$ cat src/rtl/trace_bank_mux.sv
`timescale 1ns/1ps
module trace_bank_mux #(
  parameter int BANKS      = 4,
  parameter int PINS       = 8,
  parameter bit TDM2       = 1'b1,
  parameter bit SYNC       = 1'b1,
  parameter bit ALWAYS_ON  = 1'b0,
  parameter bit AUTO_SETUP = 1'b1,
  localparam int W  = TDM2 ? 2*PINS : PINS,
  localparam int PW = $clog2(PINS+2)
) (
  input  logic                 clk,
  input  logic                 rst_n,
  input  logic [BANKS*W-1:0]   bank_in,
  input  logic                 ctl_wr,
  input  logic [7:0]           ctl_wdata,
  output logic                 trc_clk,
  output logic [PINS-1:0]      trc_data
);

  logic          en_q, tst_q;
  logic [5:0]    sel_q;
  logic [PW-1:0] pat_q;
  logic [PINS-1:0] pp;
  logic [W-1:0]  pat_word, bank_word, nxt_word, word;

  wire idx_ok = {1'b0, ctl_wdata[5:0]} < 7'(BANKS);

  always_ff @(posedge clk or negedge rst_n) begin
    if (!rst_n) begin
      en_q  <= ALWAYS_ON;
      tst_q <= 1'b0;
      sel_q <= '0;
    end else if (ctl_wr) begin
      en_q  <= ctl_wdata[7];
      tst_q <= AUTO_SETUP & ctl_wdata[6];
      sel_q <= idx_ok ? ctl_wdata[5:0] : 6'd0;
    end
  end

  always_ff @(posedge clk or negedge rst_n) begin
    if (!rst_n)                 pat_q <= '0;
    else if (ctl_wr)            pat_q <= '0;
    else if (en_q && tst_q)     pat_q <= (pat_q == PW'(PINS+1)) ? '0 : pat_q + PW'(1);
  end

  always_comb begin
    if (pat_q == '0)            pp = '1;
    else if (pat_q == PW'(1))   pp = '0;
    else                        pp = PINS'(1) << (pat_q - PW'(2));
  end

  generate
    if (TDM2) begin : g_pat2
      assign pat_word = {pp, pp};
    end else begin : g_pat1
      assign pat_word = pp;
    end
  endgenerate

  assign bank_word = bank_in[int'(sel_q)*W +: W];
  assign nxt_word  = !en_q ? '0 : (tst_q ? pat_word : bank_word);

  generate
    if (SYNC) begin : g_state
      logic [W-1:0] word_q;
      always_ff @(posedge clk or negedge rst_n) begin
        if (!rst_n) word_q <= '0;
        else        word_q <= nxt_word;
      end
      assign word = word_q;
    end else begin : g_timing
      assign word = nxt_word;
    end

    if (TDM2) begin : g_ddr
      assign trc_data = clk ? word[PINS-1:0] : word[W-1:PINS];
    end else begin : g_sdr
      assign trc_data = word;
    end
  endgenerate

  assign trc_clk = clk & en_q;

endmodule

$ cat config.mk
export PLATFORM = sky130hd
export DESIGN_NAME = trace_bank_mux
export DESIGN_NICKNAME = d
export VERILOG_FILES = /design/src/rtl/trace_bank_mux.sv
export SDC_FILE = /design/constraint.sdc
export NUM_CORES = 1
export LEC_CHECK = 0
export BUFFER_PORTS_ARGS = -buffer_cell sky130_fd_sc_hd__buf_2
export CAP_MARGIN = 20
export CELL_PAD_IN_SITES_DETAIL_PLACEMENT = 0
export CELL_PAD_IN_SITES_GLOBAL_PLACEMENT = 1
export CORE_MARGIN = 2
export CORE_UTILIZATION = 34
export DETAILED_ROUTE_END_ITERATION = 16
export PLACE_DENSITY_LB_ADDON = 0.1
export SYNTH_ARGS = -nofsm -noshare
export SYNTH_HDL_FRONTEND = slang
export SYNTH_SLANG_ARGS = --single-unit
export TNS_END_PERCENT = 5
$ cat constraint.sdc
create_clock -name clk -period 1.81 [get_ports clk]
set_input_delay 0.2715 -clock clk [delete_from_list [all_inputs] [get_ports clk]]
set_output_delay 0.2715 -clock clk [all_outputs]
set_load 0.1 [all_outputs]
==> summary.md <==
| Metric | Value |
|---|---|
| Reg2reg end | g_state.word_q[2] |
| Post-synth top area share | 0.3706 |
| Area grow syn2layout | 43.69% |
| Crit path DAT | 1.61 ns |
| Largest net degree at the start of global routing | 34 |
| Top-level I/O count | 84 |
| Vias in the first global route | 1633 |
| Via Count | 1628 |
| Mapped Cells | 165 |
| Post-DRT Antenna Nets | 0 |
| Actual slew at the worst max-slew pin | 0.6002 ns |
| Min-Delay Endpoint | en_q |
| Outcome | finished, violations left |
| Crit-path cells | buf_8, buf_8, mux2_4, buf_12 |
| Worst setup SP type | clock port |
| Most frequent cell after synthesis | mux2i_1 |
| DR vias/cell | 5.103 |
| Routed wire length | 4.603 mm |
| Post-synth cell types | 37 |
| Final WS setup | -0.07437 ns |
| GPL Wtd Cong | 0.8965 |
| Worst Hold Depth | 2 |
| Die area | 5754 µm² |
| Die Width | 75.86 µm |
| WS Path Type | clock port to output pin |
| Fillcell total | 491 |
| Dpl cells | 309 |
| Placement row count | 26 |
| Final Setup Violations | 8 |
| Final Instance Area | 2522 µm² |
| Worst path slowest cell | mux2_4 |
| Synth Cell Area | 1755 µm² |
| Clk Latency, worst-skew pair | 0.37 ns |
| Crit path required time | 1.54 ns |
| Hold Crit Class | primary input to flop |
| Core ar. | 5042 µm² |
| Top flip-flop cell by instance count after synthesis | dfrtp_1 |
| Post-Syn Area per Cell | 10.64 µm² |
| Synth area leaders | dfrtp_1, mux2i_1, o211a_1, mux2_2, o22ai_1 |
| Reg2reg start | pat_q[1] |
| Gr ovfl total | 0 |
| Gr usage total | 0.1699 |
| CP Capture Type | output pin |
| Initial DRC Count | 57 |
| Sequential cell area | 653.1 µm² |
| Flops & latches, synth | 26 |
| Initial antenna violation count | 0 |
| Multi-input logic area | 1017 µm² |
| RSZ-0062 raised after global routing | yes |
| Nets | 326 |
| Placed wire-length estimate | 3.404 mm |
| VDD IR-drop max | 0.6900 mV |
| Crit-path max FO | 5 |
| Post-synth EDFFs | 0 |
| Max Slew Vio Count | 0 |
| Clock Skew | 0.001175 ns |
| Net Count, Synth | 242 |
| Initial Utilization | 0.3481 |
| Commonest cells post-synth | mux2i_1, dfrtp_1, o22ai_1, o211a_1, buf_2 |
| Post CTS Setup Buffer Count | 0 |
| CTS tree | built |
| Drt first pass iters | 4 |
| DR WL/cell | 14.43 µm |
| Share of cells above drive strength 1 | 0.4618 |
| Final Total Pwr | 3470 µW |
| Failing checks | setup timing |
| Crit-path most repeated cell | buf_8 |
| Final Hold Fails | 0 |
| Register area share after synthesis | 0.3706 |
| Max Cap Viol | 0 |
| Reg2reg setup slack | 0.13 ns |
| Post-layout util | 0.5002 |
| Hold wc startpoint | ctl_wdata[7] |
| Post-synth top area cell | dfrtp_1 |
| Critical path's largest stage delay | 0.31 ns |
| DRC Markers | 0 |
| Clock-pin transition on the worst setup and hold timing paths | 0.09 ns |
| Hold Slack | 0.1275 ns |
| Ys async rst share | 1.000 |
| Slew HR | 0.5998 |
| Pwr per Cell Area | 1376 nW/µm² |
| Global-route wire length before repair | 7.162 mm |
| Placed Area | 2267 µm² |
| ANT cells | 0 |
| Die H | 75.86 µm |
| Layout Cells excl Fill | 319 |
| IO Port Bufs | 83 |
| Leakage | 0.001173 µW |
| Yosys warns | 0 |
| Worst R2R Path Depth | 5 |
routing by layer:
layer / vias to the layer above / global-route usage / wire length [µm]
met4: 0 / 0.1150 / 83
met5: - / 0 / 0
met2: 49 / 0.2529 / 2225
met3: 9 / 0.06614 / 262
met1: 770 / 0.2013 / 2032
li1: 800 / - / -
report_power, final:
group / leakage, µW / switching [µW] / internal (µW)
combinational: 0.000635 / 148 / 174
sequential: 0.000332 / 32.7 / 645
clock: 0.000206 / 1390 / 1080
worst max path at each step:
stage,from,slack (ns),end,depth (start not counted)
after floorplan,clk,0.006,trc_data[0],2
final,clk,-0.07,trc_data[0],4
after global placement,clk,0.06,trc_data[4],2
after CTS,clk,-0.13,trc_data[6],4
after detailed placement,clk,0.06,trc_data[7],2
after global routing,clk,-0.09,trc_data[6],4
cell families (layout without fill, tap and decap cells):
logic type      Yosys count  count (layout)  synth area share
buf+inv                  23             107           0.06770
simple gates             21              21           0.07199
fa+ha+maj                 2               2           0.01425
mux                      42              42            0.2466
xor+xnor                  2               2          0.009980
flops                    26              26            0.3706
compound gates           49              49            0.2188
area by class of cell:
type	count	area share
multi-input cells	116	0.4033
clock buffers	18	0.1146
flip-flops and latches	26	0.2589
well taps	70	0.03472
repair buffers	83	0.1796
inverters	6	0.008929
worst max-delay path: cells and delay by family:
| kind | cells | cell delay, ns |
|---|---|---|
| buf+inv | 3 | 0.39 |
| mux | 1 | 0.31 |
stage by stage:
stage               worst slack, ns  TNS, ns
floorplan                  0.005772        0
global placement            0.05932        0
detailed placement          0.05932        0
CTS                         -0.1258  -0.9785
global route               -0.08922  -0.7715
finish                     -0.07437  -0.5718
layout by cell type (no fill, tap or decap), types with 4 or more instances in the layout:
master / instances
inv_1: 5
buf_12: 9
o22ai_1: 16
o41ai_1: 4
buf_2: 74
nand2_1: 5
mux2i_1: 32
o211a_1: 12
buf_4: 7
clkbuf_8: 5
dfrtp_1: 24
a2bb2oi_1: 4
mux2_4: 8
sequential cells by signal, indices dropped and copies added, names as in the netlist:
register,cells
tst_q,1
g_state.word_q,16
en_q,1
sel_q,4
pat_q,4
what timing repair did:
action / 4_1_cts / 5_1_grt
gates resized for setup: 35 / 3
setup endpoints to repair: 10 / 13
hold buffers: 1 / 0
hold endpoints to repair: 26 / 0
No activity file was read; power rests on OpenSTA's default activity.
